**src/rtl/wshift_pkg.sv**
```systemverilog
package wshift_pkg;
  localparam int unsigned INSN_W = 32;
  localparam logic [6:0] OPC_WSHIFT = 7'b0011011;
  localparam logic [2:0] F3_LEFT    = 3'b001;
  localparam logic [2:0] F3_RIGHT   = 3'b101;
  localparam logic [6:0] F7_PLAIN   = 7'b0000000;
  localparam logic [6:0] F7_ARITH   = 7'b0100000;

  typedef enum logic [1:0] {
    SK_NONE  = 2'd0,
    SK_LEFT  = 2'd1,
    SK_RIGHT = 2'd2,
    SK_ARITH = 2'd3
  } shift_kind_e;
endpackage

```
**src/rtl/wshift_decode.sv**
```systemverilog
module wshift_decode
  import wshift_pkg::*;
#(
  parameter int unsigned AMT_W = 5
) (
  input  logic [INSN_W-1:0] insn,
  input  logic              wide_mode,
  output logic              dec_valid,
  output logic              dec_illegal,
  output shift_kind_e       dec_kind,
  output logic [AMT_W-1:0]  dec_amt,
  output logic [4:0]        dec_rd
);
  logic [6:0] opc;
  logic [2:0] f3;
  logic [6:0] f7;
  logic       space_hit;
  logic       unused_rs1;

  assign opc        = insn[6:0];
  assign f3         = insn[14:12];
  assign f7         = insn[31:25];
  assign dec_rd     = insn[11:7];
  assign dec_amt    = insn[20 +: AMT_W];
  assign unused_rs1 = ^insn[19:15];
  assign space_hit  = (opc == OPC_WSHIFT);

  always_comb begin
    dec_kind = SK_NONE;
    if (f3 == F3_LEFT && f7 == F7_PLAIN)
      dec_kind = SK_LEFT;
    else if (f3 == F3_RIGHT && f7 == F7_PLAIN)
      dec_kind = SK_RIGHT;
    else if (f3 == F3_RIGHT && f7 == F7_ARITH)
      dec_kind = SK_ARITH;
  end

  assign dec_valid   = space_hit && wide_mode && (dec_kind != SK_NONE);
  assign dec_illegal = space_hit && !dec_valid;
endmodule

```
**src/rtl/wshift_core.sv**
```systemverilog
module wshift_core
  import wshift_pkg::*;
#(
  parameter int unsigned WORD_W = 32,
  parameter int unsigned XLEN   = 64,
  localparam int unsigned AMT_W = $clog2(WORD_W)
) (
  input  logic [WORD_W-1:0] word_in,
  input  logic [AMT_W-1:0]  amt,
  input  shift_kind_e       kind,
  output logic [XLEN-1:0]   ext_out
);
  logic [WORD_W-1:0] shifted;

  always_comb begin
    case (kind)
      SK_LEFT:  shifted = word_in << amt;
      SK_RIGHT: shifted = word_in >> amt;
      SK_ARITH: shifted = WORD_W'($signed(word_in) >>> amt);
      default:  shifted = '0;
    endcase
  end

  assign ext_out = {{(XLEN-WORD_W){shifted[WORD_W-1]}}, shifted};
endmodule

```
**src/rtl/wshift_unit.sv**
```systemverilog
module wshift_unit
  import wshift_pkg::*;
#(
  parameter int unsigned XLEN   = 64,
  parameter int unsigned WORD_W = 32,
  localparam int unsigned AMT_W = $clog2(WORD_W)
) (
  input  logic              clk,
  input  logic              rst,
  input  logic              wide_mode,
  input  logic [31:0]       insn,
  input  logic [XLEN-1:0]   src_val,
  output logic              out_valid,
  output logic              out_illegal,
  output logic [4:0]        out_rd,
  output logic              out_we,
  output logic [XLEN-1:0]   out_result
);
  logic             d_valid, d_illegal;
  shift_kind_e      d_kind;
  logic [AMT_W-1:0] d_amt;
  logic [4:0]       d_rd;
  logic [XLEN-1:0]  d_result;
  logic             unused_hi;

  assign unused_hi = ^src_val[XLEN-1:WORD_W];

  wshift_decode #(.AMT_W(AMT_W)) u_dec (
    .insn(insn), .wide_mode(wide_mode),
    .dec_valid(d_valid), .dec_illegal(d_illegal),
    .dec_kind(d_kind), .dec_amt(d_amt), .dec_rd(d_rd)
  );

  wshift_core #(.WORD_W(WORD_W), .XLEN(XLEN)) u_core (
    .word_in(src_val[WORD_W-1:0]), .amt(d_amt),
    .kind(d_valid ? d_kind : SK_NONE), .ext_out(d_result)
  );

  always_ff @(posedge clk) begin
    if (rst) begin
      out_valid   <= 1'b0;
      out_illegal <= 1'b0;
      out_rd      <= '0;
      out_we      <= 1'b0;
      out_result  <= '0;
    end else begin
      out_valid   <= d_valid;
      out_illegal <= d_illegal;
      out_rd      <= d_rd;
      out_we      <= d_valid && (d_rd != 5'd0);
      out_result  <= d_valid ? d_result : '0;
    end
  end

  AST_FOREIGN_QUIET: assert property (@(posedge clk) disable iff (rst)
    (insn[6:0] != OPC_WSHIFT) |=> (!out_valid && !out_illegal && !out_we));
  AST_SIGN_FILL: assert property (@(posedge clk) disable iff (rst)
    out_valid |-> (out_result[XLEN-1:WORD_W] == {(XLEN-WORD_W){out_result[WORD_W-1]}}));
  AST_FLAGS_EXCL: assert property (@(posedge clk) disable iff (rst)
    !(out_valid && out_illegal));
  AST_NARROW_NOT_VALID: assert property (@(posedge clk) disable iff (rst)
    (!wide_mode && insn[6:0] == OPC_WSHIFT) |=> (out_illegal && !out_valid));
  AST_WE_GATED: assert property (@(posedge clk) disable iff (rst)
    out_we |-> (out_valid && out_rd != 5'd0));
  AST_RD_FOLLOWS: assert property (@(posedge clk) disable iff (rst)
    1'b1 |=> (out_rd == $past(insn[11:7])));
endmodule

```
**config.mk**
```make
export PLATFORM = sky130hd
export DESIGN_NAME = wshift_unit
export DESIGN_NICKNAME = d
export VERILOG_FILES = /design/src/rtl/wshift_pkg.sv /design/src/rtl/wshift_decode.sv /design/src/rtl/wshift_core.sv /design/src/rtl/wshift_unit.sv
export SDC_FILE = /design/constraint.sdc
export NUM_CORES = 1
export LEC_CHECK = 0
export CAP_MARGIN = 20
export CORE_MARGIN = 3
export CORE_UTILIZATION = 25
export CTS_CLUSTER_DIAMETER = 60
export CTS_CLUSTER_SIZE = 16
export DETAILED_ROUTE_END_ITERATION = 7
export GPL_TIMING_DRIVEN = 0
export PLACE_DENSITY = 0.56
export SLEW_MARGIN = 20
export SYNTH_ARGS = -nofsm -noshare
export SYNTH_HDL_FRONTEND = slang
export SYNTH_SLANG_ARGS = --single-unit
```
**constraint.sdc**
```tcl
create_clock -name clk -period 4.6 [get_ports clk]
set_input_delay 0.69 -clock clk [delete_from_list [all_inputs] [get_ports clk]]
set_output_delay 0.69 -clock clk [all_outputs]
set_load 0.01 [all_outputs]
```
* Word level (Yosys, flattened, before mapping)
Cells that the tools add are included.
Operators by class: bitwise logic cells 1, equal/unequal tests 7, mux-type cells 5, reduce and logical (&&, ||, !) cells 12, shifts and indexed selects 3
Operator list (count):
- $pmux 32 s3 | 1
- $shl 32x5->32 | 1
- $shr 32x5->32 | 1
- $sshr 32x5->32 | 1
- $mux 2 | 4
- $eq 7x5->1 const B | 1
- $eq 7x6->1 const B | 1
- $logic_and 1x1->1 | 7
- $logic_not 7->1 | 1
- $reduce_bool 5->1 | 1
- $eq 2x2->1 const B | 2
- $eq 3x1->1 const B | 1
- $eq 3x3->1 const B | 1
- $eq 2x1->1 const B | 1
- $reduce_bool 2->1 | 1
- $reduce_or 2->1 | 1
- $logic_not 1->1 | 1
- $not 1->1 | 1
Storage, ports and cells: logic and storage cells 33, bits of input ports 99, bits in registers 40

* Depth between registers and ports, before layout
Gate-level depths: netlist of run 1.
word-level depth 10, gate-level depth with buffers 10

* By module
A second synthesis of run 1 with hierarchy kept.
Second synthesis, totals: cell total of the unflattened synthesis 748, area, all modules 6052.1 µm²
By module, submodules not included:
- wshift_core | instances 1, cells each 573, area each 3916.3 µm²
- wshift_unit | instances 1, cells each 154, area each 1953.1 µm²
- wshift_decode | instances 1, cells each 21, area each 182.7 µm²

* Worst setup path before layout of run 1
Ideal clock, no wire load.
path type input -> register, start point in insn[21], end point reg out_result[22], stages 9, buffers on the path 3, library setup time 0.117 ns, required time 4.483 ns, path slack 2.286 ns, arrival 2.197 ns, cell sequence buf_6 -> buf_6 -> buf_6 -> nor2_1 -> mux2_2 -> a32o_1 -> o21ai_0 -> o21ai_0 -> a22o_1
Between the ends: longest elaborated chain between the ends 2
RTL lines:
- start, declared | RTL line wshift_unit.sv:11 | input logic [31:0] insn,
- $sshr 32x5->32, or another cell as far along | RTL line wshift_core.sv:19 | SK_ARITH: shifted = WORD_W'($signed(word_in) >>> amt);
- $pmux 32 s3 * | RTL line wshift_core.sv:16 | case (kind)
- end signal, assigned | RTL line wshift_unit.sv:51 | out_result <= d_valid ? d_result : '0;
- end, declared | RTL line wshift_unit.sv:17 | output logic [XLEN-1:0] out_result
Every way passes the cells marked *; elsewhere a longest branch is shown, timed or not. A chain may end at the register's enable or synchronous reset.

* Worst setup path after layout of run 1
start point in insn[20], end point reg out_result[5]
Same word-level chain as after synthesis.

==> results of run 1 <==
## logic make-up after synthesis
group                  count (synthesis)  share of synthesized area (%)
flip-flops                            40                           13.9
multiplexers                         144                           35.0
AND/OR/NAND/NOR                      202                           17.4
buffers and inverters                111                           11.7
AO/OA/AOI/OAI                        180                           21.9
## placed cells by master, fill, tap and decap left out, types with 8 or more instances in the layout
cell type          n
clkdlybuf4s50_1  121
mux2_2            21
nand3_1           13
mux2i_1           79
buf_4             46
a21oi_1           36
clkbuf_1          31
o21ai_0           27
nand2b_1           8
nor3_1            18
dfxtp_1           40
buf_2             15
nor2b_1           12
nor2_1            43
mux4_2            42
o221ai_1          10
nand2_1           70
a22oi_1           10
o22ai_1           20
## registers in the layout, summed over array words and instances, names as in the netlist
name         flops
out_illegal      1
out_result      32
out_rd           5
out_valid        1
out_we           1
## worst paths after layout
| kind | startpoint | end | slack, ns | cells past startpoint |
|---|---|---|---|---|
| worst max-delay path | insn[20] | out_result[5] | 1.42 | 9 |
| worst min-delay path | insn[14] | out_result[25] | 1.0 | 4 |
## worst max-delay path, delay by kind of cell
| family | cells | cell delay [ns] |
|---|---|---|
| AO/OA/AOI/OAI | 4 | 1.15 |
| buffers and inverters | 3 | 1.06 |
| AND/OR/NAND/NOR | 2 | 0.48 |
## synthesized netlist by cell type, types with 3 or more instances
| master | n | area share [%] |
|---|---|---|
| o22ai_1 | 20 | 2.2 |
| mux4_2 | 42 | 16 |
| o21a_1 | 3 | 0.39 |
| o311ai_0 | 4 | 0.61 |
| a22oi_1 | 10 | 1.3 |
| a31oi_1 | 7 | 0.76 |
| a32oi_1 | 4 | 0.61 |
| o31ai_1 | 4 | 0.52 |
| nand2b_1 | 8 | 0.87 |
| and2_1 | 5 | 0.54 |
| o221ai_1 | 10 | 1.5 |
| buf_4 | 46 | 6.0 |
| buf_2 | 15 | 1.3 |
| mux2_2 | 21 | 4.1 |
| clkbuf_1 | 31 | 2.0 |
| mux2i_1 | 79 | 14 |
| a21oi_1 | 36 | 3.1 |
| o21ai_0 | 27 | 2.4 |
| a211oi_1 | 7 | 0.91 |
| nor2b_1 | 12 | 1.3 |
| o211ai_1 | 5 | 0.65 |
| a2bb2oi_1 | 5 | 0.76 |
| a22o_1 | 3 | 0.46 |
| nor3_1 | 18 | 1.6 |
| buf_6 | 7 | 1.4 |
| nand4_1 | 6 | 0.65 |
| nand3_1 | 13 | 1.1 |
| nand2_1 | 70 | 4.6 |
| nor2_1 | 43 | 2.8 |
| inv_1 | 7 | 0.46 |
| nand3b_1 | 3 | 0.39 |
| dfxtp_1 | 40 | 14 |
| o311a_1 | 3 | 0.52 |
| and3_1 | 6 | 0.65 |
| a211o_1 | 4 | 0.61 |
## routing by layer
layer	wire, um	global-route usage, %	up-vias
li1	-	-	2829
met1	11200	28.8	3061
met2	11500	31.2	510
met3	3340	5.49	87
met4	1300	9.26	0
met5	0	0	-
## where the power goes
group	total [mW]	switching, mW	internal, mW
Combinational	0.623	0.376	0.248
Sequential	0.350	0.000591	0.349
Clock	0.344	0.130	0.213
Total	1.32	0.506	0.810
## layout make-up
| type | count | area, sq um | area share (%) |
|---|---|---|---|
| Multi-Input combinational cell | 526 | 4270 | 57.3 |
| Timing Repair Buffer | 121 | 1210 | 16.2 |
| Sequential cell | 40 | 801 | 10.7 |
| Buffer | 103 | 644 | 8.64 |
| Tap cell | 280 | 350 | 4.70 |
| Clock buffer | 6 | 139 | 1.86 |
| Inverter | 8 | 30.0 | 0.403 |
| Clock inverter | 2 | 10.0 | 0.134 |
## per-stage QoR
step / power (mW) / instance area [sq um] / hold slack, ns / setup WS, ns
2_1_floorplan: 0.724 / 5750 / 0.762 / 2.29
4_1_cts: 1.30 / 7460 / 0.987 / 1.53
6_report: 1.32 / 7460 / 0.999 / 1.42
5_1_grt: 1.36 / 7460 / 1.01 / 1.35
3_5_place_dp: 0.953 / 7310 / 1.29 / 1.24
3_3_place_gp: 0.960 / 7310 / 1.28 / 1.21
==> impl_metrics.py, run 1 <==
metrics = {
    "critical_path": {
        "worstPathMaxFanout": 10,
        "cp.arrival_ns": 3.38,
        "max_stage_delay_ns": 0.86,
        "slowest_stage": "o311ai_0",
        "crit_type": "input port to flop",
        "worstPathCellList": "clkdlybuf4s50_1 -> buf_4 -> buf_2 -> and3b_1 -> a21oi_1 -> o311ai_0 -> and3_1 -> o21ai_0 -> a21oi_1",
        "path_common_cell": "a21oi_1",
        "end_kind": "flop",
        "cp.required_ns": 4.80,
        "setup.worst_path.start_class": "input port",
    },
    "timing": {
        "post-route-min-period_ns": 3.18,
        "slew_viol_final": 0,
        "slew-limit-headroom_pct": 23.1,
        "tightest_slew_ns": 1.14,
        "setup_tns_ns": 0,
        "hold_violations": 0,
        "post-route-period-util_pct": 69.2,
        "setup_viol": 0,
        "timing.fmax_mhz": 314,
        "rsz0062_at_grt": "no",
    },
    "placement": {
        "placedCellCount": 1078,
        "place_congestion": 1.04,
        "hpwl_um": 21500,
        "port_buffers": 121,
    },
    "finish": {
        "insertedDiodeCount": 0,
        "fin_cells": 1086,
        "drive_gt1_share_pct": 19.0,
        "nNetsFinal": 904,
        "fin_util_pct": 33.6,
        "fillers": 2342,
        "area.growth.synth_to_final_pct": 29.8,
    },
    "global_routing": {
        "grtUsageTotal_pct": 21.1,
        "grt_pass1_wl_um": 39700,
        "grt_pass1_vias": 6077,
        "grt_antenna_before_repair": 0,
        "grt_max_degree": 34,
        "grt-ovfl-total": 0,
    },
    "routing": {
        "via_count": 6487,
        "drc": 0,
        "wirelength_um": 27300,
        "wl_per_cell_um": 25.2,
        "ant_nets": 0,
        "drt-initial-drc-count": 960,
        "first_pass_iters": 6,
        "vias_per_cell": 5.97,
    },
    "clocking": {
        "cts_hold_buf": 0,
        "htree_levels": 2,
        "cts_tree": "built",
        "cts_sinks": 40,
        "post_cts_buffers": 0,
        "root_buffer": "clkbuf_16",
        "clockBufferDepth": 2,
        "cts-resized-gates": 0,
        "clk_pin_slew_worst_paths_ns": 0.06,
        "numCtsBuffers": 5,
    },
    "synthesis": {
        "yosysUniqueCellTypes": 74,
        "synth_fp_nets": 776,
        "mappedNetlistArea_sq_um": 5750,
        "async_flop_share_pct": 0,
        "synth-seq-area-share_pct": 13.9,
        "synth_edf_count": 0,
        "synth_flop_cell": "dfxtp_1",
        "ys_warn_count": 0,
        "avgSynthCellArea_sq_um": 8.49,
        "ys_ff_latch": 40,
        "netlist_instances": 677,
    },
    "floorplanning": {
        "pin_count": 171,
        "num_rows": 54,
        "die_width_um": 158,
        "core_sq_um": 22200,
        "dieHeight_um": 158,
        "start_util_pct": 25.9,
        "die_area_sq_um": 24800,
    },
    "power": {
        "p_leak_nw": 2.80,
        "peakVddDrop_mv": 0.111,
        "power_density_nw_per_um2": 177,
    },
    "worst_hold_path": {
        "min_path_type": "input port to flop",
    },
    "run": {
        "maxCapViolCount": 0,
    },
    "outcome": {
        "status": "finished clean",
    },
}
(Power assumes the default switching activity.)
==> inputs of run 2 (changes only) <==
- clock period: 4.6 -> 3.05 ns (I/O delays scaled with it)
==> results of run 2 <==
The final DEF is identical to that of run 1. Status: finished clean.
Among the figures that moved: setup slack after placement 1.24 ns -> -0.0792 ns; setup slack after layout 1.42 ns -> 0.0999 ns; hold slack 0.999 ns -> 0.766 ns; total power 1.32 mW -> 1.99 mW; worst IR drop on VDD 0.111 mV -> 0.167 mV
==> inputs of run 3 (changes only) <==
- MAX_ROUTING_LAYER: unset -> met4
==> impl_metrics.py, run 3 (synthesized netlist as in run 1, its figures left out) <==
metrics = {
    "clocking": {
        "clk_pin_slew_worst_paths_ns": 0.06,
        "htree_levels": 2,
        "cts_tree": "built",
        "cts_sinks": 40,
        "numCtsBuffers": 5,
        "post_cts_buffers": 0,
        "cts_hold_buf": 0,
        "root_buffer": "clkbuf_16",
        "clockBufferDepth": 2,
    },
    "placement": {
        "placedCellCount": 1078,
        "place_congestion": 1.01,
        "port_buffers": 121,
        "hpwl_um": 22500,
    },
    "timing": {
        "setup_viol": 0,
        "post-route-min-period_ns": 3.02,
        "slew_viol_final": 0,
        "holdWs_ns": 0.764,
        "hold_violations": 0,
        "post-route-period-util_pct": 98.9,
        "rsz0062_at_grt": "no",
        "timing.fmax_mhz": 332,
        "slew-limit-headroom_pct": 30.1,
        "tightest_slew_ns": 1.03,
    },
    "global_routing": {
        "grt_pass1_vias": 6142,
        "met1_usage_pct": 30.3,
        "grtUsageTotal_pct": 22.8,
        "grt-ovfl-total": 0,
        "grt_antenna_before_repair": 0,
        "grtUsageMet2_pct": 34.4,
        "grt_max_degree": 34,
        "use_met3_pct": 4.70,
        "grt.busiest_layer": "met2",
        "grt_pass1_wl_um": 41800,
    },
    "critical_path": {
        "cp.required_ns": 3.19,
        "worstSetupStartpoint": "insn[20]",
        "endpoint": "out_result[10]",
        "crit_type": "input port to flop",
        "cp.arrival_ns": 3.15,
        "worstPathMaxFanout": 10,
        "setup.worst_path.start_class": "input port",
        "end_kind": "flop",
    },
    "finish": {
        "drive_gt1_share_pct": 19.2,
        "area.growth.synth_to_final_pct": 30.3,
        "largest_reg_flops": 32,
        "seq_area_sq_um": 801,
        "nNetsFinal": 904,
        "final_common_cell": "clkdlybuf4s50_1",
        "fin_cells": 1086,
        "insertedDiodeCount": 0,
        "fillers": 2328,
        "regMostFlops": "out_result",
        "multi_input_area_sq_um": 4280,
        "layout_common_cells": "121 x clkdlybuf4s50_1, 78 x mux2i_1, 70 x nand2_1, 46 x buf_4, 43 x nor2_1",
        "reg_top3": "out_result (32), out_rd (5)",
    },
    "routing": {
        "first_pass_iters": 6,
        "via_count": 6613,
        "wirelength_um": 28800,
        "wl_per_cell_um": 26.5,
        "vias_per_cell": 6.09,
        "drc": 0,
        "ant_nets": 0,
        "drt-initial-drc-count": 962,
    },
    "outcome": {
        "status": "finished clean",
    },
    "floorplanning": {
        "die_width_um": 158,
        "core_sq_um": 22200,
        "dieHeight_um": 158,
        "num_rows": 54,
        "pin_count": 171,
        "start_util_pct": 25.9,
        "die_area_sq_um": 24800,
    },
    "power": {
        "power_density_nw_per_um2": 278,
        "peakVddDrop_mv": 0.161,
        "p_clk_share_pct": 28.5,
        "pwr-share-seq_pct": 25.4,
        "p_comb_share_pct": 46.1,
        "p_leak_nw": 2.81,
        "swShare_pct": 38.0,
        "p_sw_mw": 0.790,
        "intPower_mw": 1.29,
    },
    "worst_hold_path": {
        "min_path_type": "input port to flop",
    },
    "run": {
        "maxCapViolCount": 0,
    },
}
==> run 3: cell count changes in the layout (fill, tap and decap cells not counted), sizes merged <==
cell    delta
bufinv     +1
clkbuf     -1
==> run 3: cell type report <==
class | instances | share of cell area [%]
plain buffers | 103 | 8.60
inverters | 8 | 0.401
repair buffers | 121 | 16.2
clock inverters | 3 | 0.635
well taps | 280 | 4.68
flip-flops and latches | 40 | 10.7
clock buffers | 5 | 1.67
multi-input cells | 526 | 57.2
==> run 3: power by group through the flow <==
stage / Sequential (mW) / Combinational (mW) / Clock [mW]
2_1_floorplan: 0.542 / 0.551 / 0
3_3_place_gp: 0.539 / 0.926 / 0
3_5_place_dp: 0.539 / 0.916 / 0
4_1_cts: 0.528 / 0.921 / 0.614
5_1_grt: 0.528 / 0.996 / 0.636
6_report: 0.528 / 0.959 / 0.593
==> run 3: worst min-delay path by stage <==
stage / cells past startpoint / to / from
after floorplan: 1 / out_rd[0] / rst
after global placement: 2 / out_rd[2] / insn[9]
after detailed placement: 2 / out_rd[2] / insn[9]
after CTS: 2 / out_rd[3] / insn[10]
after global routing: 2 / out_rd[3] / insn[10]
final: 2 / out_rd[2] / insn[9]
==> run 3: stage by stage <==
step	util (%)	setup WS (ns)	power, mW	setup TNS [ns]	instance area, sq um
after floorplan	-	0.968	1.09	0	5750
after global placement	32.9	-0.537	1.47	-2.14	7310
after detailed placement	32.9	-0.495	1.46	-1.79	7310
after CTS	33.7	0.0683	2.06	0	7490
after global routing	33.7	0.0270	2.16	0	7490
final	33.7	0.0349	2.08	0	7490
==> run 3: per-layer routing <==
metal	wire, um	vias up	share of wire, %
li1	-	2826	-
met1	11900	3219	41
met3	3060	74	11
met2	12600	494	44
met5	0	-	0
met4	1260	0	4.4
==> run 3: repair_timing <==
item | 4_1_cts | 5_1_grt
endpoints found under the setup margin | 2 | 2
gates resized for setup | 2 | 1
pin swaps | 0 | 0
==> run 3: critical path, cell delays in order <==
cell	delay (ns)
clkdlybuf4s50_1	0.49
buf_4	0.26
buf_2	0.33
buf_2	0.35
buf_4	0.29
a21oi_1	0.17
o21ai_2	0.28
a2bb2oi_1	0.10
o32ai_1	0.41
